--- config.mk ---
export PLATFORM = sky130hd
export DESIGN_NAME = rx_desc_dma
export DESIGN_NICKNAME = d
export VERILOG_FILES = /design/src/rtl/rxd_pkg.sv /design/src/rtl/rxd_packer.sv /design/src/rtl/rxd_ctrl.sv /design/src/rtl/rx_desc_dma.sv
export SDC_FILE = /design/constraint.sdc
export NUM_CORES = 1
export LEC_CHECK = 0
export ABC_AREA = 1
export BUFFER_PORTS_ARGS = -buffer_cell sky130_fd_sc_hd__buf_2
export CAP_MARGIN = 20
export CORE_MARGIN = 2
export CORE_UTILIZATION = 60
export DETAILED_ROUTE_END_ITERATION = 10
export PLACE_DENSITY = 0.92
export SLEW_MARGIN = 25
export SYNTH_ARGS = -nofsm -noshare
export SYNTH_HDL_FRONTEND = slang
export SYNTH_SLANG_ARGS = --single-unit
--- constraint.sdc ---
create_clock -name clk -period 6.6 [get_ports clk]
set_input_delay 1.98 -clock clk [delete_from_list [all_inputs] [get_ports clk]]
set_output_delay 1.98 -clock clk [all_outputs]
set_load 0.03 [all_outputs]
--- src/rtl/rxd_pkg.sv ---
package rxd_pkg;
  localparam int ACT_BIT  = 31;
  localparam int RING_END = 30;
  localparam int FERR_BIT = 27;

  typedef enum logic [2:0] {
    ST_IDLE, ST_RD0, ST_RD1, ST_RD2, ST_RECV, ST_WDAT, ST_WLEN, ST_WFLG
  } rxd_state_e;
endpackage

--- src/rtl/rxd_packer.sv ---
module rxd_packer #(
  parameter int LW = 16
) (
  input  logic          clk,
  input  logic          rst_n,
  input  logic          clr,
  input  logic          take,
  input  logic [7:0]    din,
  input  logic          flush,
  input  logic [LW-1:0] buf_size,
  output logic [31:0]   word,
  output logic [3:0]    be,
  output logic [LW-1:0] count,
  output logic          dropped
);
  logic [1:0] lane;
  assign lane = count[1:0];

  always_ff @(posedge clk) begin
    if (!rst_n || clr) begin
      word    <= '0;
      be      <= '0;
      count   <= '0;
      dropped <= 1'b0;
    end else begin
      if (flush) be <= '0;
      if (take) begin
        if (count < buf_size) begin
          word[8*lane +: 8] <= din;
          be[lane]          <= 1'b1;
          count             <= count + 1'b1;
        end else begin
          dropped <= 1'b1;
        end
      end
    end
  end
endmodule

--- src/rtl/rxd_ctrl.sv ---
module rxd_ctrl
  import rxd_pkg::*;
#(
  parameter int AW = 32,
  parameter int LW = 16
) (
  input  logic          clk,
  input  logic          rst_n,
  input  logic [AW-1:0] ring_base,
  input  logic          rx_go,
  output logic          rx_run,
  input  logic          s_valid,
  output logic          s_ready,
  input  logic          s_last,
  input  logic          s_err,
  output logic          take,
  output logic          clr,
  output logic          flush,
  output logic [LW-1:0] buf_size,
  input  logic [31:0]   pk_word,
  input  logic [3:0]    pk_be,
  input  logic [LW-1:0] pk_count,
  input  logic          pk_dropped,
  output logic          mem_req,
  output logic          mem_we,
  output logic [AW-1:0] mem_addr,
  output logic [31:0]   mem_wdata,
  output logic [3:0]    mem_be,
  input  logic          mem_ack,
  input  logic [31:0]   mem_rdata
);
  localparam int DESC_BYTES = 12;

  rxd_state_e    state;
  logic [AW-1:0] cur, baddr;
  logic [31:0]   flags, wflag;
  logic          started, fin, err_seen;
  logic [LW-1:0] off;

  assign rx_run  = (state != ST_IDLE);
  assign s_ready = (state == ST_RECV) && (pk_be != 4'hF) && !fin;
  assign take    = s_valid && s_ready;
  assign clr     = (state == ST_RD2) && mem_ack;
  assign flush   = (state == ST_WDAT) && mem_ack;
  assign off     = (pk_count - 1'b1) & ~LW'(3);

  always_comb begin
    wflag           = flags;
    wflag[ACT_BIT]  = 1'b0;
    if (err_seen || pk_dropped) wflag[FERR_BIT] = 1'b1;
  end

  always_comb begin
    mem_req   = 1'b0;
    mem_we    = 1'b0;
    mem_addr  = cur;
    mem_wdata = '0;
    mem_be    = 4'hF;
    case (state)
      ST_RD0: mem_req = 1'b1;
      ST_RD1: begin mem_req = 1'b1; mem_addr = cur + AW'(4); end
      ST_RD2: begin mem_req = 1'b1; mem_addr = cur + AW'(8); end
      ST_WDAT: begin
        mem_req   = 1'b1;
        mem_we    = 1'b1;
        mem_addr  = baddr + {{(AW-LW){1'b0}}, off};
        mem_wdata = pk_word;
        mem_be    = pk_be;
      end
      ST_WLEN: begin
        mem_req   = 1'b1;
        mem_we    = 1'b1;
        mem_addr  = cur + AW'(4);
        mem_wdata = {16'(buf_size), 16'(pk_count)};
      end
      ST_WFLG: begin
        mem_req   = 1'b1;
        mem_we    = 1'b1;
        mem_wdata = wflag;
      end
      default: ;
    endcase
  end

  always_ff @(posedge clk) begin
    if (!rst_n) begin
      state    <= ST_IDLE;
      cur      <= '0;
      baddr    <= '0;
      flags    <= '0;
      buf_size <= '0;
      started  <= 1'b0;
      fin      <= 1'b0;
      err_seen <= 1'b0;
    end else begin
      case (state)
        ST_IDLE: if (rx_go) begin
          state   <= ST_RD0;
          started <= 1'b1;
          if (!started) cur <= ring_base;
        end
        ST_RD0: if (mem_ack) begin
          flags <= mem_rdata;
          state <= mem_rdata[ACT_BIT] ? ST_RD1 : ST_IDLE;
        end
        ST_RD1: if (mem_ack) begin
          buf_size <= LW'(mem_rdata[31:16]);
          state    <= ST_RD2;
        end
        ST_RD2: if (mem_ack) begin
          baddr    <= mem_rdata;
          fin      <= 1'b0;
          err_seen <= 1'b0;
          state    <= ST_RECV;
        end
        ST_RECV: begin
          if (take) begin
            if (s_err)  err_seen <= 1'b1;
            if (s_last) fin      <= 1'b1;
          end
          if (pk_be == 4'hF || (fin && pk_be != 4'h0)) state <= ST_WDAT;
          else if (fin)                                 state <= ST_WLEN;
        end
        ST_WDAT: if (mem_ack) state <= ST_RECV;
        ST_WLEN: if (mem_ack) state <= ST_WFLG;
        ST_WFLG: if (mem_ack) begin
          cur   <= flags[RING_END] ? ring_base : cur + AW'(DESC_BYTES);
          state <= ST_RD0;
        end
        default: state <= ST_IDLE;
      endcase
    end
  end
endmodule

--- src/rtl/rx_desc_dma.sv ---
module rx_desc_dma #(
  parameter int AW = 32,
  parameter int LW = 16
) (
  input  logic          clk,
  input  logic          rst_n,
  input  logic [AW-1:0] ring_base,
  input  logic          rx_go,
  output logic          rx_run,
  input  logic          s_valid,
  output logic          s_ready,
  input  logic [7:0]    s_data,
  input  logic          s_last,
  input  logic          s_err,
  output logic          mem_req,
  output logic          mem_we,
  output logic [AW-1:0] mem_addr,
  output logic [31:0]   mem_wdata,
  output logic [3:0]    mem_be,
  input  logic          mem_ack,
  input  logic [31:0]   mem_rdata
);
  logic          take, clr, flush, pk_dropped;
  logic [LW-1:0] buf_size, pk_count;
  logic [31:0]   pk_word;
  logic [3:0]    pk_be;

  rxd_ctrl #(.AW(AW), .LW(LW)) u_ctrl (
    .clk(clk), .rst_n(rst_n), .ring_base(ring_base), .rx_go(rx_go),
    .rx_run(rx_run), .s_valid(s_valid), .s_ready(s_ready),
    .s_last(s_last), .s_err(s_err), .take(take), .clr(clr),
    .flush(flush), .buf_size(buf_size), .pk_word(pk_word),
    .pk_be(pk_be), .pk_count(pk_count), .pk_dropped(pk_dropped),
    .mem_req(mem_req), .mem_we(mem_we), .mem_addr(mem_addr),
    .mem_wdata(mem_wdata), .mem_be(mem_be), .mem_ack(mem_ack),
    .mem_rdata(mem_rdata)
  );

  rxd_packer #(.LW(LW)) u_pack (
    .clk(clk), .rst_n(rst_n), .clr(clr), .take(take), .din(s_data),
    .flush(flush), .buf_size(buf_size), .word(pk_word), .be(pk_be),
    .count(pk_count), .dropped(pk_dropped)
  );
endmodule

==> results.sh, run 1 <==
export IMPL_synth_commonest_cells="438 x nand2_1, 255 x nor2_1, 198 x inv_1"
export IMPL_synthSimpleGateAreaFrac_pct=34.0
export IMPL_yosys_top_cells_area="dfxtp_1 29%, nand2_1 14%, o21ai_0 8.3%"
export IMPL_met2_usage_pct=69.9
export IMPL_gr_max_usage_layer="met2"
export IMPL_dr_pass1_iters=7
export IMPL_finalWirelength_um=42800
export IMPL_fin_total_pwr_mw=4.50
export IMPL_max_cap_viol_count=0
export IMPL_hpwl_um=32200
export IMPL_drive_above_1_share_pct=11.4
export IMPL_timing_final_crit_share_pct=93.6
export IMPL_synth_nets=2031
export IMPL_cts_num_sinks=170
export IMPL_clk_latency_ns=0.45
export IMPL_crit_type="reg2out"
export IMPL_synthXorXnorAreaFrac_pct=2.84
export IMPL_finalMaxSlewViolations=0
export IMPL_met1_usage_pct=48.4
export IMPL_start_util_pct=60.7
export IMPL_core_um2=19300
export IMPL_placed_cells=2249
export IMPL_synth_cells=1905
export IMPL_maxSlewHeadroom_pct=30.0
export IMPL_row_count=51
export IMPL_yosysWarnings=0
export IMPL_r2r_cells=8
export IMPL_path_clk_slew_ns=0.08
export IMPL_critPathMaxFanout=8
export IMPL_startpoint_type="flip-flop"
export IMPL_whs_endpoint="u_ctrl.baddr[0]$_SDFFE_PN0P_"
export IMPL_grt_use_total_pct=41.2
export IMPL_setup_ws_ns=0.425
export IMPL_areaGrowthSynthToFinish_pct=12.3
export IMPL_synth_top_family_by_area="simple AND/OR/NAND/NOR gates"
export IMPL_multi_input_area_um2=7180
export IMPL_seq_area_frac_synth_pct=29.1
export IMPL_yosys_register_bits=170
export IMPL_port_buffers=150
export IMPL_grt_pass1_vias=12523
export IMPL_rsz0062_at_grt="false"
export IMPL_r2r_start="u_ctrl.state[1]$_SDFFE_PN0P_"
export IMPL_grt_max_degree=85
export IMPL_htree_levels=4
export IMPL_yosysUniqueCellTypes=45
export IMPL_hold_buffers=0
export IMPL_grt_overflow=0
export IMPL_synth_area_leader_cell="dfxtp_1"
export IMPL_synth_top_area_share_pct=29.1
export IMPL_layout_min_cycle_time_ns=6.17
export IMPL_cp_arrival_ns=4.19
export IMPL_finalSetupTns_ns=0
export IMPL_hold_path_startpoint="u_ctrl.baddr[0]$_SDFFE_PN0P_"
export IMPL_r2r_slack_ns=3.30
export IMPL_postCtsSetupBuffers=0
export IMPL_hold_viol=0
export IMPL_die_y_um=144
export IMPL_synth_avg_cell_area_um2=6.14
export IMPL_fp_dieArea_um2=20600
export IMPL_final_cell_area_um2=13100
export IMPL_hold_path_class="reg2reg"
export IMPL_synth_fa_ha_area_share_pct=5.09
export IMPL_fin_util_pct=68.2
export IMPL_antenna_found_initial=0
export IMPL_clk_root_buffer_cell="clkbuf_16"
export IMPL_worstPathRequired_ns=4.62
export IMPL_routedWlPerCell_um=18.7
export IMPL_synth_enable_flop_cells=0
export IMPL_status="completed"
export IMPL_viasPerCell=5.98
export IMPL_muxShareOfSynthArea_pct=0
export IMPL_ios=151
export IMPL_tightest_slew_ns=1.04
export IMPL_met3_usage_pct=7.20
export IMPL_ys_async_sr_fraction_pct=0
export IMPL_skew_ns=0.0138
export IMPL_syn_area_um2=11700
export IMPL_setup_violations=0
export IMPL_remaining_drc_errors=0
export IMPL_seq_area_um2=3400
export IMPL_fp_dieW_um=144
export IMPL_detailedPlace_worstSlack_ns=1.00
export IMPL_clockBufferDepth=2
export IMPL_place_gp_congestion=1.01
export IMPL_fillers=1785
export IMPL_grt_first_pass_wirelength_um=65500
export IMPL_drtAntennaViolNets=0
export IMPL_final_cells=2282
export IMPL_min_path_cells=2
export IMPL_max_freq_ghz=0.162
export IMPL_cts_tree="built"
export IMPL_ir_worst_vdd_mv=0.269
export IMPL_synth_main_ff_cell="dfxtp_1"
export IMPL_p_leak_nw=5.93
export IMPL_final_nets=2129
export IMPL_drtIter0Drc=1478
export IMPL_vias=13635
export IMPL_reg2reg_to="u_ctrl.cur[9]$_SDFFE_PN0P_"
export IMPL_synth_most_common_cell="nand2_1"
export IMPL_p_per_area_nw_per_um2=342
export IMPL_whs_ns=0.454
export IMPL_synth_compound_area_share_pct=19.4
export IMPL_numCtsBuffers=17
export IMPL_placed_area_um2=12500
export IMPL_crit_path_end_kind="output pin"
export IMPL_cts_resized=0
==> placed cells by master (no fill, tap or decap), drive strengths merged, types with 14 or more instances in the layout <==
| cell | instances |
|---|---|
| nand2 | 440 |
| nor2 | 260 |
| inv | 210 |
| o21ai | 196 |
| dfxtp | 170 |
| buf | 164 |
| nand3 | 148 |
| a21oi | 139 |
| ha | 46 |
| nor3 | 40 |
| nand4 | 39 |
| xor2 | 29 |
| a22oi | 27 |
| a31oi | 20 |
| clkbuf | 17 |
| o211ai | 14 |
==> layout make-up <==
type	instances	area share, %
flip-flops and latches	170	25.9
multi-input cells	1444	54.6
clock inverters	15	1.29
well taps	265	2.52
inverters	206	5.88
clock buffers	17	3.24
repair buffers	164	6.51
diodes	1	0.0190
==> report_power, final <==
part           switching, mW  total, mW  internal [mW]  leakage (nW)
Combinational           1.50       2.07          0.563          4.26
Sequential             0.195       1.39           1.19          1.38
Clock                  0.534       1.04          0.509         0.284
Total                   2.23       4.50           2.26          5.93
==> routing by layer <==
metal	vias up	wire length, µm
li1	6484	-
met5	-	0
met2	823	20100
met3	206	3780
met4	0	2950
met1	6122	15900
==> critical path, cell delays in order (launching register included) <==
cell and delay (ns):
dfxtp_1 0.32, inv_1 0.20, ha_1 0.27, nand3_1 0.14, nor3_1 0.37, nand4_1 0.24, nor2_1 0.20, xor2_1 0.17
inv_1 0.06, ha_1 0.37, a21oi_1 0.11, o21ai_0 0.26, nand2_1 0.13, or2_2 0.30, nand3_1 0.08, nand3_1 0.14
nand3_1 0.16, buf_2 0.21
==> worst max-delay path by stage <==
stage / cells after the start / slack (ns) / start / to
floorplan: 17 / 1.43 / u_pack.count[0]$_SDFFE_PP0P_ / mem_addr[17]
global placement: 17 / 1.13 / u_pack.count[0]$_SDFFE_PP0P_ / mem_addr[29]
detailed placement: 17 / 1.00 / u_pack.count[0]$_SDFFE_PP0P_ / mem_addr[29]
CTS: 17 / 0.51 / u_pack.count[0]$_SDFFE_PP0P_ / mem_addr[29]
global route: 17 / 0.09 / u_pack.count[0]$_SDFFE_PP0P_ / mem_addr[29]
finish: 17 / 0.43 / u_pack.count[0]$_SDFFE_PP0P_ / mem_addr[29]
==> cells by family after synthesis <==
family	after synthesis
AOI/OAI and AO/OA	415
xor gates and xnor gates	38
adders and majority gates	47
buffers and inverters	291
DFF	170
and+or+nand+nor	944
==> sequential cells by signal, indices dropped and copies added, names as in the netlist, 3 cells and up <==
register / cells
u_pack.be: 4
u_ctrl.cur: 32
u_pack.count: 16
u_ctrl.buf_size: 16
u_ctrl.state: 3
u_pack.word: 32
u_ctrl.flags: 31
u_ctrl.baddr: 32
Note: power is estimated with default switching activity, not from simulation.
==> inputs of run 2 (changes only) <==
--- a/config.mk
+++ b/config.mk
@@ -12,6 +12,7 @@
 export CORE_UTILIZATION = 60
 export DETAILED_ROUTE_END_ITERATION = 10
 export PLACE_DENSITY = 0.92
+export RECOVER_POWER = 50
 export SLEW_MARGIN = 25
 export SYNTH_ARGS = -nofsm -noshare
 export SYNTH_HDL_FRONTEND = slang
==> run 2 against run 1 <==
Net effect:
- the run now ends with capacitance limit, slew limit left
- clock power about the same
- routed wire length is essentially flat
- global-route usage is the same
- flip-flop and latch count stayed put
- utilization is 0.16 points lower
- critical path depth unchanged
- first-iteration DRC count fell by 13%
- clock skew is 0.0044 ns higher
- hold slack gained 0.0013 ns
- critical endpoint unchanged
- largest cell class unchanged
- largest power group unchanged
==> results.sh, run 2 (synthesized netlist as in run 1, its figures left out) <==
export IMPL_status="finished with violations"
export IMPL_violations="capacitance limit, slew limit"
export IMPL_areaGrowthSynthToFinish_pct=12.0
export IMPL_crit_path_end_kind="output pin"
export IMPL_grt_overflow=0
export IMPL_final_cell_area_um2=13100
export IMPL_antenna_found_initial=0
export IMPL_fp_dieW_um=144
export IMPL_die_y_um=144
export IMPL_cts_resized=0
export IMPL_drtAntennaViolNets=0
export IMPL_cts_num_sinks=170
export IMPL_clockBufferDepth=2
export IMPL_cts_tree="built"
export IMPL_path_clk_slew_ns=0.08
export IMPL_tightest_slew_ns=3.24
export IMPL_fp_dieArea_um2=20600
export IMPL_start_util_pct=60.7
export IMPL_grt_max_degree=85
export IMPL_ir_worst_vdd_mv=0.261
export IMPL_hpwl_um=32200
export IMPL_final_common_cell="nand2_1"
export IMPL_core_um2=19300
export IMPL_p_leak_nw=5.89
export IMPL_drive_above_1_share_pct=10.7
export IMPL_dr_pass1_iters=7
export IMPL_grt_pass1_vias=12523
export IMPL_crit_type="reg2out"
export IMPL_routedWlPerCell_um=18.7
export IMPL_max_freq_ghz=0.162
export IMPL_viasPerCell=6.00
export IMPL_placed_cells=2249
export IMPL_fillers=1793
export IMPL_layout_min_cycle_time_ns=6.17
export IMPL_finalMaxSlewViolations=138
export IMPL_timing_final_crit_share_pct=93.5
export IMPL_finalSetupTns_ns=0
export IMPL_grt_use_total_pct=41.2
export IMPL_clk_root_buffer_cell="clkbuf_16"
export IMPL_drtIter0Drc=1287
export IMPL_clk_latency_ns=0.46
export IMPL_rsz0062_at_grt="false"
export IMPL_place_gp_congestion=1.01
export IMPL_setup_ws_ns=0.428
export IMPL_detailedPlace_worstSlack_ns=1.00
export IMPL_critPathMaxFanout=8
export IMPL_hold_buffers=0
export IMPL_max_cap_viol_count=2
export IMPL_ios=151
export IMPL_final_cells=2282
export IMPL_vias=13685
export IMPL_hold_path_class="reg2reg"
export IMPL_finalWirelength_um=42800
export IMPL_numCtsBuffers=17
export IMPL_setup_violations=0
export IMPL_port_buffers=150
export IMPL_placed_area_um2=12500
export IMPL_maxSlewHeadroom_pct=-116
export IMPL_skew_ns=0.0182
export IMPL_worstPathRequired_ns=4.62
export IMPL_p_per_area_nw_per_um2=342
export IMPL_final_nets=2129
export IMPL_postCtsSetupBuffers=0
export IMPL_layout_common_cells="438 x nand2_1, 255 x nor2_1, 198 x inv_1"
export IMPL_startpoint_type="flip-flop"
export IMPL_cp_arrival_ns=4.19
export IMPL_hold_viol=0
export IMPL_grt_first_pass_wirelength_um=65500
export IMPL_row_count=51
export IMPL_fin_util_pct=68.0
export IMPL_htree_levels=4
export IMPL_reg_largest_list="u_ctrl.baddr: 32 flops, u_ctrl.cur: 32 flops, u_pack.word: 32 flops"
export IMPL_remaining_drc_errors=0
## run 2: report_power, final
group | leakage [nW] | switching, mW | internal (mW)
combinational | 4.22 | 1.50 | 0.556
clock | 0.284 | 0.533 | 0.509
sequential | 1.38 | 0.194 | 1.19
## run 2: worst max-delay path, stage by stage, from the launching register on
cell and delay (ns):
dfxtp_1 0.32, inv_1 0.21, ha_1 0.27, nand3_1 0.14
nor3_1 0.38, nand4_1 0.24, nor2_1 0.20, xor2_1 0.17
inv_1 0.06, ha_1 0.37, a21oi_1 0.11, o21ai_0 0.26
nand2_1 0.13, or2_2 0.30, nand3_1 0.08, nand3_1 0.14
nand3_1 0.16, buf_2 0.21
## run 2: path summary, 6_finish.rpt
| check | slack [ns] | end | start | cells after the start |
|---|---|---|---|---|
| setup / recovery | 0.43 | mem_addr[29] | u_pack.count[0]$_SDFFE_PP0P_ | 17 |
| hold reg to reg | 0.45 | u_ctrl.baddr[0]$_SDFFE_PN0P_ | u_ctrl.baddr[0]$_SDFFE_PN0P_ | 2 |
| setup reg to reg | 1.93 | u_ctrl.fin$_SDFFE_PN0P_ | u_ctrl.state[2]$_SDFFE_PN0P_ | 8 |
| hold / removal | 0.45 | u_ctrl.baddr[0]$_SDFFE_PN0P_ | u_ctrl.baddr[0]$_SDFFE_PN0P_ | 2 |
## run 2: area by class of cell
| cell class | instances | area, µm² | area share [%] |
|---|---|---|---|
| diodes | 1 | 2.50 | 0.0191 |
| clock buffers | 17 | 425 | 3.25 |
| clock inverters | 15 | 170 | 1.30 |
| inverters | 206 | 773 | 5.90 |
| multi-input cells | 1444 | 7180 | 54.7 |
| flip-flops and latches | 170 | 3400 | 26.0 |
| well taps | 265 | 332 | 2.53 |
| repair buffers | 164 | 827 | 6.31 |
## run 2: stage by stage
stage                     hold WS [ns]  total power, mW
after global placement           0.435             3.37
after CTS                        0.456             4.43
after floorplan                  0.425             2.79
after global routing             0.469             4.71
after detailed placement         0.446             3.40
final                            0.455             4.48
## run 2: routing by layer
layer / up-vias / routed length (µm) / track usage [%] / part of all wire, %
li1: 6477 / - / - / -
met3: 201 / 3720 / 7.20 / 8.7
met4: 0 / 2890 / 25.5 / 6.8
met2: 829 / 20200 / 69.9 / 47
met1: 6178 / 15900 / 48.4 / 37
met5: - / 0 / 0 / 0
==> inputs of run 3 (changes only) <==
--- a/config.mk
+++ b/config.mk
@@ -9,9 +9,10 @@
 export BUFFER_PORTS_ARGS = -buffer_cell sky130_fd_sc_hd__buf_2
 export CAP_MARGIN = 20
 export CORE_MARGIN = 2
-export CORE_UTILIZATION = 60
+export CORE_UTILIZATION = 59
 export DETAILED_ROUTE_END_ITERATION = 10
-export PLACE_DENSITY = 0.92
+export GPL_ROUTABILITY_DRIVEN = 1
+export PLACE_DENSITY = 0.91
 export RECOVER_POWER = 50
 export SLEW_MARGIN = 25
 export SYNTH_ARGS = -nofsm -noshare
==> constraint.sdc (replaced) <==
create_clock -name clk -period 6.2 [get_ports clk]
set_input_delay 1.86 -clock clk [delete_from_list [all_inputs] [get_ports clk]]
set_output_delay 1.86 -clock clk [all_outputs]
set_load 0.03 [all_outputs]
==> run 3 against run 2 <==
Net effect:
- the run still ends with capacitance limit, slew limit left
- largest cell class unchanged
- hold slack lost 0.0021 ns
- utilization is 0.53 points lower
- flip-flop and latch count is the same
- clock power grew 7%
- register-to-register slack better by 1.1 ns
- count of clock-buffer cells in the layout increased by 1
- sequential share of layout area down 0.054 points
- worst setup slack lost 0.11 ns
- global-route usage is 1.1 points higher
- non-clock buffer count up 1
- sequential power rose by 6%
- power rose by 7.0%
==> results.sh, run 3 (synthesized netlist as in run 1, its figures left out) <==
export IMPL_grt_use_total_pct=42.3
export IMPL_fin_total_pwr_mw=4.79
export IMPL_grt_overflow=0
export IMPL_die_y_um=145
export IMPL_viasPerCell=6.02
export IMPL_postCtsSetupBuffers=0
export IMPL_grt_max_degree=53
export IMPL_critPathMaxFanout=9
export IMPL_areaGrowthSynthToFinish_pct=12.2
export IMPL_path_clk_slew_ns=0.07
export IMPL_setup_violations=0
export IMPL_ir_worst_vdd_mv=0.243
export IMPL_final_common_cell="nand2_1"
export IMPL_violations="capacitance limit, slew limit"
export IMPL_crit_path_end_kind="output pin"
export IMPL_remaining_drc_errors=0
export IMPL_maxSlewHeadroom_pct=-23.0
export IMPL_crit_type="reg2out"
export IMPL_placed_cells=2250
export IMPL_hold_path_class="reg2reg"
export IMPL_antenna_found_initial=3
export IMPL_clockBufferDepth=2
export IMPL_cts_tree="built"
export IMPL_p_leak_nw=5.90
export IMPL_final_nets=2130
export IMPL_drive_above_1_share_pct=11.2
export IMPL_dr_pass1_iters=6
export IMPL_hold_buffers=0
export IMPL_placed_area_um2=12500
export IMPL_place_gp_congestion=0.999
export IMPL_layout_common_cells="438 x nand2_1, 255 x nor2_1, 195 x o21ai_0"
export IMPL_skew_ns=0.0103
export IMPL_numCtsBuffers=17
export IMPL_start_util_pct=60.1
export IMPL_multi_input_area_um2=7190
export IMPL_core_um2=19500
export IMPL_rsz0062_at_grt="false"
export IMPL_grt_pass1_vias=12790
export IMPL_max_cap_viol_count=2
export IMPL_max_freq_ghz=0.170
export IMPL_hpwl_um=33000
export IMPL_fp_dieW_um=145
export IMPL_port_buffers=150
export IMPL_finalWirelength_um=44000
export IMPL_final_cell_area_um2=13100
export IMPL_seq_area_um2=3400
export IMPL_status="finished with violations"
export IMPL_layout_min_cycle_time_ns=5.89
export IMPL_reg_largest_list="u_ctrl.baddr: 32 flops, u_ctrl.cur: 32 flops, u_pack.word: 32 flops"
export IMPL_timing_final_crit_share_pct=94.9
export IMPL_clk_root_buffer_cell="clkbuf_16"
export IMPL_final_cells=2285
export IMPL_finalSetupTns_ns=0
export IMPL_grt_first_pass_wirelength_um=67900
export IMPL_hold_viol=0
export IMPL_row_count=51
export IMPL_p_per_area_nw_per_um2=365
export IMPL_fillers=1778
export IMPL_cp_arrival_ns=4.03
export IMPL_finalMaxSlewViolations=83
export IMPL_clk_latency_ns=0.44
export IMPL_drtIter0Drc=1339
export IMPL_tightest_slew_ns=1.84
export IMPL_fp_dieArea_um2=21000
export IMPL_drtAntennaViolNets=0
export IMPL_htree_levels=4
export IMPL_routedWlPerCell_um=19.3
export IMPL_ios=151
export IMPL_startpoint_type="flip-flop"
export IMPL_worstPathRequired_ns=4.34
export IMPL_vias=13751
export IMPL_cts_num_sinks=170
[run 3: changes by cell type in the layout (fill, tap and decap cells not counted), moves of 2 or more]
cell | before | now
buf_2 | 145 | 147
buf_4 | 8 | 13
clkbuf_1 | 11 | 6
clkinv_8 | 5 | 1
clkinvlp_4 | 2 | 4
diode_2 | 1 | 3
inv_1 | 198 | 194
inv_2 | 6 | 9
[run 3: critical path: stages (launching register included)]
cell	delay (ns)
dfxtp_1	0.41
inv_2	0.15
nand3_1	0.14
nor3_2	0.28
nand4_1	0.18
nor3_1	0.27
nand3_1	0.13
xnor2_1	0.19
ha_1	0.32
a21oi_1	0.09
nor3_1	0.32
nand2_1	0.15
or2_2	0.33
nand2_1	0.07
nand2_1	0.06
nand3_1	0.12
nand4_1	0.17
buf_2	0.22
[run 3: repair_timing]
| action | in CTS | in global routing |
|---|---|---|
| resized for setup | 0 | 3 |
| endpoints found under the setup margin | 0 | 19 |
| hold endpoints to repair | 0 | 0 |
[run 3: stage by stage]
step	hold WS (ns)	util (%)	worst slack, ns
after global routing	0.478	67.5	0.0164
after detailed placement	0.445	64.5	0.693
after global placement	0.435	64.5	0.792
final	0.453	67.5	0.313
after CTS	0.456	67.5	0.0931
after floorplan	0.425	-	1.15
[run 3: layer usage]
metal,global-route usage [%],up-vias,part of all wire (%)
met5,0,-,0
met4,29.0,0,7.2
met3,8.98,220,9.2
met2,69.6,848,46
met1,49.2,6182,37
li1,-,6501,-
[run 3: layout make-up]
type | count | area share (%)
multi-input combinational | 1444 | 54.7
sequential | 170 | 25.9
timing repair buffer | 165 | 6.49
inverter | 206 | 5.89
clock buffer | 18 | 3.27
tap | 265 | 2.52
clock inverter | 14 | 1.16
antenna | 3 | 0.0571
[run 3: power breakdown]
group / internal, mW / switching (mW)
Combinational: 0.595 / 1.61
Clock: 0.572 / 0.539
Sequential: 1.27 / 0.213
Total: 2.44 / 2.36
[run 3: worst paths after layout]
check                                             startpoint  depth (start not counted)                      endpoint  slack (ns)
worst min register to register  u_ctrl.baddr[1]$_SDFFE_PN0P_                          2  u_ctrl.baddr[1]$_SDFFE_PN0P_        0.45
worst min-delay path            u_ctrl.baddr[1]$_SDFFE_PN0P_                          2  u_ctrl.baddr[1]$_SDFFE_PN0P_        0.45
worst max register to register  u_ctrl.state[2]$_SDFFE_PN0P_                         11  u_pack.count[1]$_SDFFE_PP0P_        3.07
worst max-delay path            u_pack.count[1]$_SDFFE_PP0P_                         17                  mem_addr[30]        0.31
